[src/rtl/rtt_pkg.sv]
package rtt_pkg;
  typedef enum logic [1:0] {
    PIN_CLOCK     = 2'b00,
    PIN_GATE      = 2'b01,
    PIN_TRIGGER   = 2'b10,
    PIN_RETRIGGER = 2'b11
  } pin_role_e;
endpackage

[src/rtl/rtt_edge_sync.sv]
module rtt_edge_sync #(
  parameter int SYNC_STAGES = 2
) (
  input  logic clk,
  input  logic rst_n,
  input  logic pin,
  output logic level,
  output logic fall
);
  // shift chain idles high; last stage holds the previous synchronised sample
  logic [SYNC_STAGES:0] sh_q;

  always_ff @(posedge clk or negedge rst_n) begin
    if (!rst_n) sh_q <= '1;
    else        sh_q <= {sh_q[SYNC_STAGES-1:0], pin};
  end

  assign level = sh_q[SYNC_STAGES-1];
  assign fall  = sh_q[SYNC_STAGES] & ~sh_q[SYNC_STAGES-1];
endmodule

[src/rtl/rtt_tick_gen.sv]
module rtt_tick_gen #(
  parameter int DIV_A = 2,
  parameter int DIV_B = 4
) (
  input  logic clk,
  input  logic rst_n,
  input  logic clr,
  output logic tick
);
  localparam int DIV = DIV_A * DIV_B;
  localparam int DW  = (DIV > 1) ? $clog2(DIV) : 1;
  localparam logic [DW-1:0] LAST = DW'(DIV - 1);

  logic [DW-1:0] div_q;

  always_ff @(posedge clk or negedge rst_n) begin
    if (!rst_n)             div_q <= '0;
    else if (clr)           div_q <= '0;
    else if (div_q == LAST) div_q <= '0;
    else                    div_q <= div_q + 1'b1;
  end

  assign tick = (div_q == LAST);
endmodule

[src/rtl/rtt_down_core.sv]
module rtt_down_core #(
  parameter int PRE_W = 8,
  parameter int CNT_W = 8
) (
  input  logic             clk,
  input  logic             rst_n,
  input  logic             load,
  input  logic             step,
  input  logic [PRE_W-1:0] pre_rl,
  input  logic [CNT_W-1:0] cnt_rl,
  output logic [CNT_W-1:0] cnt_q,
  output logic             term
);
  logic [PRE_W-1:0] pre_q;
  logic pre_last, cnt_last;

  assign pre_last = (pre_q == PRE_W'(1));
  assign cnt_last = (cnt_q == CNT_W'(1));
  assign term     = step & pre_last & cnt_last;

  // a value of 0 wraps through all ones, so it spans the full 2**W range
  always_ff @(posedge clk or negedge rst_n) begin
    if (!rst_n) begin
      pre_q <= '0;
      cnt_q <= '0;
    end else if (load) begin
      pre_q <= pre_rl;
      cnt_q <= cnt_rl;
    end else if (step) begin
      if (pre_last) begin
        pre_q <= pre_rl;
        cnt_q <= cnt_last ? cnt_rl : cnt_q - 1'b1;
      end else begin
        pre_q <= pre_q - 1'b1;
      end
    end
  end
endmodule

[src/rtl/rtt_timer.sv]
module rtt_timer #(
  parameter int PRE_W       = 8,
  parameter int CNT_W       = 8,
  parameter int SYNC_STAGES = 2,
  parameter int DIV_A       = 2,
  parameter int DIV_B       = 4
) (
  input  logic             clk,
  input  logic             rst_n,
  input  logic [1:0]       cfg_role,
  input  logic             cfg_repeat,
  input  logic [PRE_W-1:0] pre_reload,
  input  logic [CNT_W-1:0] cnt_reload,
  input  logic             sw_load,
  input  logic             sw_start,
  input  logic             sw_stop,
  input  logic             tin,
  output logic             run_en,
  output logic [CNT_W-1:0] cnt_now,
  output logic             eoc_irq,
  output logic             fall_irq,
  output logic             tout
);
  import rtt_pkg::*;

  pin_role_e role;
  logic pin_level, pin_fall, int_tick;
  logic run_q, armed_q;
  logic trig_load, core_load, step, term, eoc;

  assign role = pin_role_e'(cfg_role);

  rtt_edge_sync #(.SYNC_STAGES(SYNC_STAGES)) u_sync (
    .clk(clk), .rst_n(rst_n), .pin(tin), .level(pin_level), .fall(pin_fall)
  );

  rtt_tick_gen #(.DIV_A(DIV_A), .DIV_B(DIV_B)) u_tick (
    .clk(clk), .rst_n(rst_n), .clr(core_load), .tick(int_tick)
  );

  // edge-driven load: retrigger on every edge, trigger only on the first
  assign trig_load = run_q & pin_fall &
                     ((role == PIN_RETRIGGER) | ((role == PIN_TRIGGER) & ~armed_q));
  assign core_load = sw_load | trig_load;

  always_comb begin
    unique case (role)
      PIN_CLOCK: step = run_q & pin_fall;
      PIN_GATE:  step = run_q & pin_level & int_tick;
      default:   step = run_q & armed_q & int_tick;
    endcase
  end

  rtt_down_core #(.PRE_W(PRE_W), .CNT_W(CNT_W)) u_core (
    .clk(clk), .rst_n(rst_n), .load(core_load), .step(step),
    .pre_rl(pre_reload), .cnt_rl(cnt_reload), .cnt_q(cnt_now), .term(term)
  );

  // a reload in the same cycle cancels the end-of-count
  assign eoc = term & ~core_load;

  always_ff @(posedge clk or negedge rst_n) begin
    if (!rst_n) begin
      run_q    <= 1'b0;
      armed_q  <= 1'b0;
      eoc_irq  <= 1'b0;
      fall_irq <= 1'b0;
      tout     <= 1'b0;
    end else begin
      if (sw_stop)                  run_q <= 1'b0;
      else if (sw_start)            run_q <= 1'b1;
      else if (eoc && !cfg_repeat)  run_q <= 1'b0;

      if (!run_q || sw_stop || (eoc && !cfg_repeat)) armed_q <= 1'b0;
      else if (trig_load)                            armed_q <= 1'b1;

      eoc_irq  <= eoc;
      fall_irq <= pin_fall;
      if (eoc) tout <= ~tout;
    end
  end

  assign run_en = run_q;
endmodule

[config.mk]
export PLATFORM = sky130hd
export DESIGN_NAME = rtt_timer
export DESIGN_NICKNAME = d
export VERILOG_FILES = /design/src/rtl/rtt_pkg.sv /design/src/rtl/rtt_edge_sync.sv /design/src/rtl/rtt_tick_gen.sv /design/src/rtl/rtt_down_core.sv /design/src/rtl/rtt_timer.sv
export SDC_FILE = /design/constraint.sdc
export NUM_CORES = 1
export LEC_CHECK = 0
export BUFFER_PORTS_ARGS = -buffer_cell sky130_fd_sc_hd__buf_2
export CAP_MARGIN = 10
export CORE_MARGIN = 3
export CORE_UTILIZATION = 58
export CTS_CLUSTER_DIAMETER = 150
export CTS_CLUSTER_SIZE = 40
export DETAILED_ROUTE_END_ITERATION = 16
export GPL_ROUTABILITY_DRIVEN = 0
export GPL_TIMING_DRIVEN = 1
export PLACE_DENSITY = 0.86
export SLEW_MARGIN = 20
export SYNTH_ARGS = -nofsm -noshare
export SYNTH_HDL_FRONTEND = slang
export SYNTH_HIERARCHICAL = 1
export SYNTH_SLANG_ARGS = --single-unit
[constraint.sdc]
create_clock -name clk -period 4.5 [get_ports clk]
set_input_delay 0.675 -clock clk [delete_from_list [all_inputs] [get_ports clk]]
set_output_delay 0.675 -clock clk [all_outputs]
set_load 0.02 [all_outputs]
* Word level (Yosys, flattened, before mapping)
Cells that the tools add are included.
** Storage, ports and cells
- Bits in latches :: 0
- Output and inout bits :: 12
- Memory bits (read-only) :: 0
- Memories kept :: 0
- Memory bits (writable) :: 0
- Flip-flop bits (word level) :: 27
- Input port bits :: 25
** Operators by class
- Muxes and demuxes :: 15
- $add $sub $neg :: 3
- Eq/ne operators :: 6
- Div/mod/pow operators :: 0
- Shift operators :: 0
- Magnitude comparators :: 0
- Reduce and logical (&&, ||, !) cells :: 11
- Multipliers :: 0
- Bitwise operators :: 17
** Operators by type and width (count)
- 8-bit 2-to-1 mux :: 7
- 8-bit by 1-bit == test with 1-bit output, second input constant :: 2
- 8-bit by 1-bit subtractor with 8-bit output, second input constant :: 2
- 1-bit bitwise AND :: 11
- 3-bit 2-to-1 mux :: 2
- 2-bit nonzero test :: 3
- 1-bit 2-to-1 mux :: 5
- 2-bit == test, second input constant :: 2
- 1-bit NOT :: 4
- 3-bit by 1-bit adder with 3-bit output, second input constant :: 1
- 3-bit == test, second input constant :: 1
- 3-bit nonzero test :: 1
- 2-bit by 1-bit == test with 1-bit output, second input constant :: 1
- 1-bit zero test :: 2
- 2-bit zero test :: 1
- 1-bit logical OR :: 2
- 1-bit bitwise OR :: 2
- 1-bit one-hot mux with 2 select lines :: 1
- 2-bit AND reduction :: 1
- 1-bit logical AND :: 1

* Depth between registers and ports, before layout
Gate-level depths: netlist (run 1).
- Word-level depth :: 11
- Mapped depth :: 11
- Mapped depth without buffers :: 10

* Modules after synthesis
Netlist (run 1), hierarchy kept.
** Modules (own cells, without submodules)
- rtt_down_core :: times used 1, area each 1242.4 um^2, cells an instance 141, seq. area each 400.4 um^2
- rtt_timer :: times used 1, area each 271.5 um^2, cells an instance 24, seq. area each 125.1 um^2
- rtt_tick_gen :: times used 1, area each 122.6 um^2, cells an instance 8, seq. area each 75.1 um^2
- rtt_edge_sync :: times used 1, area each 92.6 um^2, cells an instance 4, seq. area each 78.8 um^2

* Least setup slack after synthesis (run 1)
Ideal clock, no wire load.
- Kind :: register to register
- Start :: register u_tick.div_q[0]
- End :: register tout
- Slack :: 2.231 ns
- Setup time :: 0.079 ns
- Required time :: 4.421 ns
- Period minus slack after synthesis :: 2.269 ns
- Arrival :: 2.189 ns
- Path buffers :: 1
- Stages on the path, launching flop included :: 12
- Cells stage by stage :: dfrtp_1 > ha_1 > ha_1 > nand3_1 > a221oi_1 > buf_2 > nor4b_4 > nand2_1 > nor2_1 > nand2b_1 > a41oi_4 > xor2_1
** Between the ends
- Cells in the longest elaborated chain, start to end :: 6
- Elaborated cells on any way between the ends :: 7
- Classes of those cells :: eq/ne: 1; mux: 1; bitwise: 5
** RTL lines
- start: declaration :: RTL line rtt_tick_gen.sv:14 : logic [DW-1:0] div_q;
- start signal: assignment :: RTL line rtt_tick_gen.sv:20 : else div_q <= div_q + 1'b1;
- 3-bit == test * :: RTL line rtt_tick_gen.sv:23 : assign tick = (div_q == LAST);
- via int_tick :: RTL line rtt_timer.sv:27 : logic pin_level, pin_fall, int_tick;
- 1-bit bitwise AND (on tied branches) :: RTL line rtt_timer.sv:50, rtt_timer.sv:49
- 1-bit one-hot mux with 2 select lines * :: RTL line rtt_timer.sv:47 : unique case (role)
- via step :: RTL line rtt_timer.sv:29 : logic trig_load, core_load, step, term, eoc;
- 1-bit bitwise AND * (2 in a row) :: RTL line rtt_down_core.sv:19 : assign term = step & pre_last & cnt_last;
- via term :: RTL line rtt_timer.sv:29
- 1-bit bitwise AND * :: RTL line rtt_timer.sv:60 : assign eoc = term & ~core_load;
- via eoc :: RTL line rtt_timer.sv:29
- end signal: assignment :: RTL line rtt_timer.sv:79 : if (eoc) tout <= ~tout;
- end: declaration :: RTL line rtt_timer.sv:22 : output logic tout
Mark *: on every way through the listed nets, which the timed path passes. The rest lies on a longest branch.
A chain may end at the register's enable or synchronous reset.

* Final worst setup path (run 1)
Same ends and word-level chain as after synthesis.

==> results.ini, run 1 <==
[clocking]
holdBufCountCts = 0
postCtsSetupBuffers = 0
cts_resized = 0
clock-sinks = 27
cts_tree = done
clk_latency_ps = 320
clock-root-buffer = clkbuf_4
cts_max_path_buffers = 2
cts_max_level = 1
clk_pin_slew_ps = 140
cts_buffers = 3

[detailed_routing]
vias = 1514
drt_wl_total_mm = 3.93
via_per_inst = 6.20
drtIter0Drc = 126
routedWlPerCell_microns = 16.1
drcViolationCount = 0
antenna_left = 0
drt_pass1_iterations = 5

[final_layout]
drive_above_1_share = 0.310
finalNetCount = 245
layout_commonest_cell = buf_2
antenna_cells = 0
syn2layout_area_growth_pct = 12.8
mostFrequentLayoutCells = buf_2 (36), dfrtp_1 (24), a21oi_1 (19)

[worst_setup_path]
slowest_stage = a221oi_1
end_kind = register
path_cells = ha_1 -> ha_1 -> nand3_1 -> a221oi_1 -> nor4b_4 -> nand2_1 -> nor2_1 -> nand2b_1 -> a41oi_4 -> xor2_1
reg2reg_slack_ps = 1710
critPathKind = register to register
r2r_end = tout
worstPathArrival_ps = 3050
cp.required_ps = 4770
cp_max_fo = 5
crit_path_start = u_tick/div_q[0]
crit_buf_inv = 0
crit_path_start_kind = register
crit_family = simple AND/OR/NAND/NOR gates
endpoint = tout
path_depth = 10
critPathMostFrequentCell = ha_1
reg2regPathDepth = 10
r2r-start = u_tick/div_q[0]
cpPeakStageDelay_ps = 560

[global_routing]
grt_pass1_vias = 1429
antenna_found_initial = 0
grt_remaining_overflow = 0
grt_pass1_wl_mm = 6.60
grt_max_degree = 28
track_usage = 0.233

[timing]
final-hold-violation-count = 0
maxSlewHeadroom = 0.402
setup_viol = 0
timing.setup.tns_ps = 0
worstMarginPinSlew_ps = 889
final-max-slew-violation-count = 0
rsz0062_at_grt = no
period_needed_ps = 2790
fin_worst_skew_ps = 4.07
period_share = 0.620
clock.fmax_mhz = 359
fin_ws_ps = 1710

[floorplan]
start_util = 0.616
core_area_sq_mm = 0.00281
die-area_sq_mm = 0.00367
rows = 19
chipHeight_microns = 60.6
die_x_microns = 60.6
io_pins = 37

[yosys]
synth_edf_count = 0
seq_area_frac_synth = 0.393
synthFlopType = dfrtp_1
synthTopCellsByArea = dfrtp_1 (35%), a21oi_1 (5.5%), dfstp_2 (4.6%), ha_1 (4.3%), nor2_1 (3.0%)
syn_inst = 177
synth_top_cell_by_area = dfrtp_1
synthDominantCellAreaShare = 0.347
async_reset_ff_frac = 1.00
yosys_warnings = 6
yosys_register_bits = 27
synth_area_per_cell_sq_um = 9.77
yosys.cell_types.count = 58
synthesis.area_sq_mm = 0.00173
synth_nets = 208

[power]
p_leak_uw = 0.000893
total_power_uw = 541
max-vdd-ir-drop_uv = 154
seqPwrFrac = 0.565
switching_share = 0.342
power.switching_uw = 185
power.density_mw_per_mm2 = 277
comb_power_share = 0.241
p_int_uw = 356
clkPwrFrac = 0.195

[placement]
port_buffers = 36
place_ws_ps = 1370
hpwlAfterDp_mm = 2.99

[run_status]
status = finished clean

[worst_hold_path]
hp-class = input pin to asynchronous set/reset pin

[run]
max_cap_violations = 0

power groups by stage:
stage	combinational (uW)	sequential, uW	clock (uW)
after floorplan	76.5	313	0
after global placement	125	308	0
after detailed placement	129	310	0
after CTS	130	305	110
after global routing	142	310	118
final	130	305	105
synthesized netlist by cell type, types with 3 or more instances:
master,instances
o2bb2ai_1,3
nand2_1,7
nand4_1,4
a21oi_2,3
nor2b_1,3
a21oi_1,19
nand3_1,4
dfstp_2,3
mux2i_1,3
nor3_1,5
inv_1,13
ha_1,6
nand2b_1,3
nor2_1,14
o21ai_0,9
dfrtp_1,24
flip-flops by register name, summed over array words and instances, names as in the netlist:
signal        count
armed_q           1
eoc_irq           1
fall_irq          1
run_en            1
tout              1
u_core/cnt_q      8
u_core/pre_q      8
u_sync/sh_q       3
u_tick/div_q      3
layout make-up:
cell class / instances / area, sq um
clock buffers: 4 / 26.3
well taps: 31 / 38.8
inverters: 13 / 48.8
fillers: 224 / 855
repair buffers: 38 / 193
flip-flops and latches: 27 / 679
multi-input cells: 131 / 965
routing by layer:
metal,track usage,share of wire,wire length (microns)
met5,0,0,0
met2,0.392,0.49,1920
met3,0.0319,0.071,279
met4,0.0681,0.0094,37
met1,0.314,0.43,1700
worst reg2reg max path, delay by kind of cell (launching register included):
| family | cells | cell delay (ps) |
|---|---|---|
| DFF | 1 | 410 |
| adders and majority gates | 2 | 380 |
| AOI/OAI and AO/OA | 2 | 790 |
| xor gates and xnor gates | 1 | 160 |
| and+or+nand+nor | 5 | 990 |
metrics by stage:
step	instances	hold slack, ps	instance area, sq um	utilization
3_5_place_dp	239	356	1920	0.684
3_3_place_gp	239	348	1920	0.684
5_1_grt	244	357	1950	0.695
4_1_cts	243	347	1950	0.694
2_1_floorplan	177	345	1730	-
6_report	244	330	1950	0.695
how the worst min path moves through the flow:
stage                     cells past startpoint  slack (ps)              end
after detailed placement                      0         360   u_sync/sh_q[1]
after CTS                                     1         350  u_tick/div_q[2]
after floorplan                               0         350   u_sync/sh_q[1]
after global routing                          1         360  u_tick/div_q[2]
after global placement                        0         350   u_sync/sh_q[1]
final                                         1         330  u_tick/div_q[2]
logic make-up after synthesis:
| logic type | Yosys count | synth area share |
|---|---|---|
| adders and majority gates | 6 | 0.0434 |
| and+or+nand+nor | 62 | 0.245 |
| muxes | 3 | 0.0174 |
| AOI/OAI and AO/OA | 59 | 0.247 |
| DFF | 27 | 0.393 |
| buffers and inverters | 19 | 0.0492 |
| xor gates and xnor gates | 1 | 0.00507 |
Note: power is estimated with default switching activity, not from simulation.
==> run 2, diff against run 1 <==
Settings changed: CORE_UTILIZATION 58 to 54, PLACE_DENSITY 0.86 to 0.81.
Clock period 4.5 ns to 2.8 ns, I/O delays scaled along.
==> results.ini, run 2 (same netlist as run 1, synthesis figures left out) <==
[timing]
worstMarginPinSlew_ps = 581  ; -309 ps
rsz0062_at_grt = no
setup_viol = 0  ; unchanged
hold_slack_ps = 64.8  ; -265 ps
period_share = 0.877  ; +0.258
final-max-slew-violation-count = 0  ; unchanged
timing.setup.tns_ps = 0  ; unchanged
final-hold-violation-count = 0  ; unchanged
clock.fmax_mhz = 407  ; +13%
fin_worst_skew_ps = 5.64  ; +1.56 ps
period_needed_ps = 2460  ; -331 ps
maxSlewHeadroom = 0.613  ; +0.211

[worst_setup_path]
crit_path_start_kind = register
cp.required_ps = 3060  ; -1710 ps
cpPeakStageDelay_ps = 400  ; -160 ps
reg2regPathDepth = 10  ; unchanged
critPathMostFrequentCell = ha_1
path_cells = ha_1 -> ha_1 -> nand3_1 -> a221oi_1 -> nor4b_4 -> nand2_1 -> nor2_1 -> nand2b_1 -> a41oi_4 -> xor2_1
worstPathArrival_ps = 2720  ; -330 ps
slowest_stage = dfrtp_1
cp_max_fo = 5  ; unchanged
end_kind = register
critPathKind = register to register

[clocking]
postCtsSetupBuffers = 0  ; unchanged
cts_resized = 0  ; unchanged
cts_max_path_buffers = 2  ; unchanged
clock-sinks = 27  ; unchanged
clk_latency_ps = 330  ; about the same
holdBufCountCts = 0  ; unchanged
cts_max_level = 1  ; unchanged
clk_pin_slew_ps = 160  ; +20 ps
cts_tree = done
clock-root-buffer = clkbuf_4
cts_buffers = 3  ; unchanged

[final_layout]
final_cell_area_sq_mm = 0.00199  ; +2.2%
drive_above_1_share = 0.324  ; +0.0142
top_regs = u_core/cnt_q: 8 flops, u_core/pre_q: 8 flops
multi_input_area_sq_um = 965  ; unchanged
syn2layout_area_growth_pct = 15.3
finalNetCount = 248  ; +1.2%
n_fill_cell = 242  ; +8.0%
mostFrequentLayoutCells = buf_2 (36), dfrtp_1 (24), a21oi_1 (19)
final-seq-area_sq_um = 679  ; unchanged
antenna_cells = 0  ; unchanged
layoutNonFillerInstCount = 258  ; +5.7%
layout_commonest_cell = buf_2

[worst_hold_path]
hp-class = input pin to asynchronous set/reset pin

[floorplan]
io_pins = 37  ; unchanged
rows = 19  ; unchanged
core_area_sq_mm = 0.00290  ; +3.4%
die_x_microns = 62.6  ; +3.3%
die-area_sq_mm = 0.00392  ; +6.7%
chipHeight_microns = 62.6  ; +3.3%
start_util = 0.596  ; -0.0202

[placement]
hpwlAfterDp_mm = 3.08  ; +2.9%
dp_cells = 254  ; +6.3%
port_buffers = 36  ; unchanged
placed_cell_area_sq_mm = 0.00196  ; +2.3%

[power]
p_leak_uw = 0.000908  ; +1.7%
power.density_mw_per_mm2 = 441  ; +59%
max-vdd-ir-drop_uv = 228  ; +48%

[global_routing]
track_usage = 0.216  ; -0.0171
grt_pass1_wl_mm = 7.00  ; +6.2%
grt_pass1_vias = 1617  ; +13%
grt_max_degree = 28  ; unchanged
antenna_found_initial = 0  ; unchanged
grt_remaining_overflow = 0  ; unchanged

[run]
max_cap_violations = 0  ; unchanged

[detailed_routing]
drcViolationCount = 0  ; unchanged
antenna_left = 0  ; unchanged
via_per_inst = 5.91  ; -4.8%
routedWlPerCell_microns = 15.5  ; -3.6%
vias = 1524  ; +0.66%
drtIter0Drc = 133  ; +5.6%
drt_wl_total_mm = 4.01  ; +1.9%
drt_pass1_iterations = 4  ; -1

[run_status]
status = finished clean

## run 2: cell count changes in the layout (fill, tap and decap cells not counted), sizes merged
cell,previous run,this run
clkinvlp,0,1
clkbuf,5,3
buf,37,41
## run 2: where the power goes
group	total (uW)	switching (uW)	internal, uW
sequential	490	60.8	429
combinational	213	123	90.2
clock	176	121	54.6
## run 2: worst paths after layout
check	startpoint	to	slack, ps
max in group asynchronous	rst_n	u_core/pre_q[4]	2360
hold / removal	rst_n	run_en	60
setup reg to reg	u_tick/div_q[0]	tout	340
hold reg to reg	u_sync/sh_q[0]	u_sync/sh_q[1]	370
min in group clk	tin	u_sync/sh_q[0]	170
setup / recovery	u_tick/div_q[0]	tout	340
## run 2: layout make-up
cell class	count	share of cell area
multi-input cells	131	0.484
flip-flops and latches	27	0.341
repair buffers	41	0.109
well taps	42	0.0264
inverters	13	0.0245
clock buffers	3	0.0113
clock inverters	1	0.00377
## run 2: metrics by stage
stage                     utilization  setup WS (ps)  power [uW]
after floorplan                     -            531         625
after global placement          0.677            467         699
after detailed placement        0.677            349         710
after CTS                       0.687            312         882
after global routing            0.687           13.2         937
final                           0.687            343         878
## run 2: worst max-delay path: cells and delay by family, from the launching register on
kind            cells  cell delay (ps)
simple gates        5              910
compound gates      2              540
flops               1              400
fa+ha+maj           2              350
xor+xnor            1              170
## run 2: routing by layer
| layer | share of wire | global-route usage | wire [microns] | vias to the layer above |
|---|---|---|---|---|
| li1 | - | - | - | 732 |
| met1 | 0.43 | 0.272 | 1710 | 738 |
| met2 | 0.52 | 0.374 | 2090 | 48 |
| met3 | 0.041 | 0.0378 | 165 | 6 |
| met4 | 0.011 | 0.0716 | 46 | 0 |
| met5 | 0 | 0 | 0 | - |
==> run 3, diff against run 2 <==
Settings changed: CORE_UTILIZATION 54 to 53, SYNTH_HIERARCHICAL 1 to unset.
Clock period 2.8 ns to 2.6 ns, I/O delays scaled along.
==> results.ini, run 3 <==
[detailed_routing]
via_per_inst = 6.11  ; +3.4%
drtIter0Drc = 110  ; -17%
routedWlPerCell_microns = 15.9  ; +2.2%
drcViolationCount = 0  ; unchanged
antenna_left = 0  ; unchanged
drt_pass1_iterations = 4  ; unchanged
vias = 1423  ; -6.6%
drt_wl_total_mm = 3.70  ; -7.7%

[final_layout]
layoutNonFillerInstCount = 233  ; -9.7%
top_regs = u_core.cnt_q: 8 flops, u_core.pre_q: 8 flops
antenna_cells = 0  ; unchanged
layout_commonest_cell = buf_2
finalNetCount = 234  ; -5.6%
utilization = 0.650  ; -0.0374
drive_above_1_share = 0.277  ; -0.0468
mostFrequentLayoutCells = buf_2 (36), dfrtp_1 (24), nor2_1 (15)
syn2layout_area_growth_pct = 14.9
n_fill_cell = 234  ; -3.3%

[clocking]
cts_tree = done
postCtsSetupBuffers = 0  ; unchanged
clock-root-buffer = clkbuf_4
cts_max_level = 1  ; unchanged
cts_resized = 0  ; unchanged
cts_max_path_buffers = 2  ; unchanged
clock-sinks = 27  ; unchanged
clk_latency_ps = 320  ; about the same
clk_pin_slew_ps = 150  ; about the same
holdBufCountCts = 0  ; unchanged
cts_buffers = 3  ; unchanged

[worst_setup_path]
reg2reg_slack_ps = 480  ; +140 ps
r2r_end = u_core.pre_q[7]
worstPathArrival_ps = 2380  ; -340 ps
crit_path_start_kind = register
slowest_stage = dfstp_2
cp_max_fo = 11  ; +6
crit_buf_inv = 1  ; +1
critPathKind = register to register
end_kind = register
cpPeakStageDelay_ps = 580  ; +180 ps
reg2regPathDepth = 6  ; -4
r2r-start = u_sync.sh_q[1]
cp.required_ps = 2860  ; -200 ps
crit_family = simple AND/OR/NAND/NOR gates
path_cells = nor2b_2 -> a41o_1 -> nor3_2 -> buf_4 -> a21oi_1 -> o22ai_2

[yosys]
synth_area_per_cell_sq_um = 9.62  ; -1.6%
synthFlopType = dfrtp_1
yosys.cell_types.count = 54  ; -6.9%
synth_nets = 196  ; -5.8%
yosys.cell_count.top_type = dfrtp_1
syn_inst = 165  ; -6.8%
synthDominantCellAreaShare = 0.379  ; +0.0312
synth_common_cells = dfrtp_1 (24), nor2_1 (15), a21oi_1 (11), nor3_1 (11), inv_1 (10)
seq_area_frac_synth = 0.428  ; +0.0353
synth_edf_count = 0  ; unchanged
async_reset_ff_frac = 1.00  ; unchanged
yosys_warnings = 0  ; -6
yosys_register_bits = 27  ; unchanged
synth_top_cell_by_area = dfrtp_1
synthesis.area_sq_mm = 0.00159  ; -8.2%
synthTopCellsByArea = dfrtp_1 (38%), dfstp_2 (5.0%), ha_1 (4.7%), nor2_1 (3.5%), a21oi_1 (3.5%)

[global_routing]
grt_remaining_overflow = 0  ; unchanged
grt_pass1_vias = 1477  ; -8.7%
track_usage = 0.222  ; +0.00600
grt_max_degree = 28  ; unchanged
antenna_found_initial = 0  ; unchanged
grt_pass1_wl_mm = 6.32  ; -9.8%

[worst_hold_path]
hp-class = input pin to asynchronous set/reset pin

[floorplan]
start_util = 0.566  ; -0.0306
die_x_microns = 60.7  ; -3.0%
die-area_sq_mm = 0.00369  ; -5.9%
chipHeight_microns = 60.7  ; -3.0%
core_area_sq_mm = 0.00281  ; -3.3%
rows = 19  ; unchanged
io_pins = 37  ; unchanged

[timing]
setup_viol = 0  ; unchanged
hold_slack_ps = 46.6  ; -18.2 ps
final-max-slew-violation-count = 0  ; unchanged
rsz0062_at_grt = no
clock.fmax_mhz = 472  ; +16%
maxSlewHeadroom = 0.598  ; -0.0145
period_share = 0.814  ; -0.0631
timing.setup.tns_ps = 0  ; unchanged
worstMarginPinSlew_ps = 603  ; +21.8 ps
final-hold-violation-count = 0  ; unchanged
fin_worst_skew_ps = 5.42  ; -0.221 ps
period_needed_ps = 2120  ; -340 ps

[power]
total_power_uw = 958  ; +9.1%
p_leak_uw = 0.000825  ; -9.1%
power.density_mw_per_mm2 = 526  ; +19%
max-vdd-ir-drop_uv = 328  ; +44%

[run]
max_cap_violations = 0  ; unchanged

[run_status]
status = finished clean

[placement]
hpwlAfterDp_mm = 2.79  ; -9.3%
port_buffers = 36  ; unchanged
dp_cells = 229  ; -9.8%

## run 3: changes by cell type after synthesis, sizes merged, moves of 3 or more
cell    previous run  this run
a21oi             22        12
nor3               6        13
o21ai             13         8
a221oi             3         0
inv               13        10
o22ai              1         4
o32a               0         3
## run 3: cells by family (layout without fill, tap and decap cells)
logic type / count (synthesis) / count (layout) / synth area share
XOR/XNOR: 1 / 1 / 0.00552
AND/OR/NAND/NOR: 61 / 61 / 0.222
flip-flops: 27 / 27 / 0.428
buffers and inverters: 16 / 53 / 0.0457
AO/OA/AOI/OAI: 49 / 49 / 0.220
multiplexers: 5 / 5 / 0.0315
adder cells (fa/ha/maj): 6 / 6 / 0.0473
## run 3: power by group
group / internal (uW) / switching (uW) / total, uW
sequential: 469 / 53.9 / 523
clock: 58.7 / 128 / 187
combinational: 106 / 142 / 248
total: 634 / 324 / 958
## run 3: final cells by class
cell class | instances | area (sq um) | area share
Multi-Input combinational cell | 122 | 835 | 0.458
Clock inverter | 1 | 7.51 | 0.00412
Inverter | 10 | 37.5 | 0.0206
Sequential cell | 27 | 679 | 0.373
Tap cell | 31 | 38.8 | 0.0213
Clock buffer | 3 | 22.5 | 0.0124
Timing Repair Buffer | 39 | 203 | 0.111
## run 3: worst max path at each step
stage,from,endpoint,depth (start not counted)
final,u_sync.sh_q[1],u_core.pre_q[7],6
after global routing,u_sync.sh_q[1],u_core.pre_q[3],6
after detailed placement,cfg_role[0],u_core.pre_q[7],7
after floorplan,u_core.cnt_q[4],u_core.cnt_q[6],5
after global placement,cfg_role[0],u_core.pre_q[7],7
after CTS,u_sync.sh_q[1],u_core.pre_q[7],6
## run 3: worst register-to-register path: cells and delay by family (launching register included)
kind	cells	cell delay, ps
AOI/OAI and AO/OA	3	610
DFF	1	580
and+or+nand+nor	2	620
buffers and inverters	1	260
## run 3: per-layer routing
metal | share of wire | GRT usage
met1 | 0.43 | 0.284
met2 | 0.51 | 0.382
met3 | 0.048 | 0.0340
met4 | 0.0062 | 0.0774
met5 | 0 | 0
## run 3: per-stage QoR
| step | setup slack [ps] | cell area [sq um] |
|---|---|---|
| after floorplan | 804 | 1590 |
| after global placement | 558 | 1790 |
| after detailed placement | 479 | 1790 |
| after CTS | 483 | 1820 |
| after global routing | 341 | 1820 |
| final | 483 | 1820 |
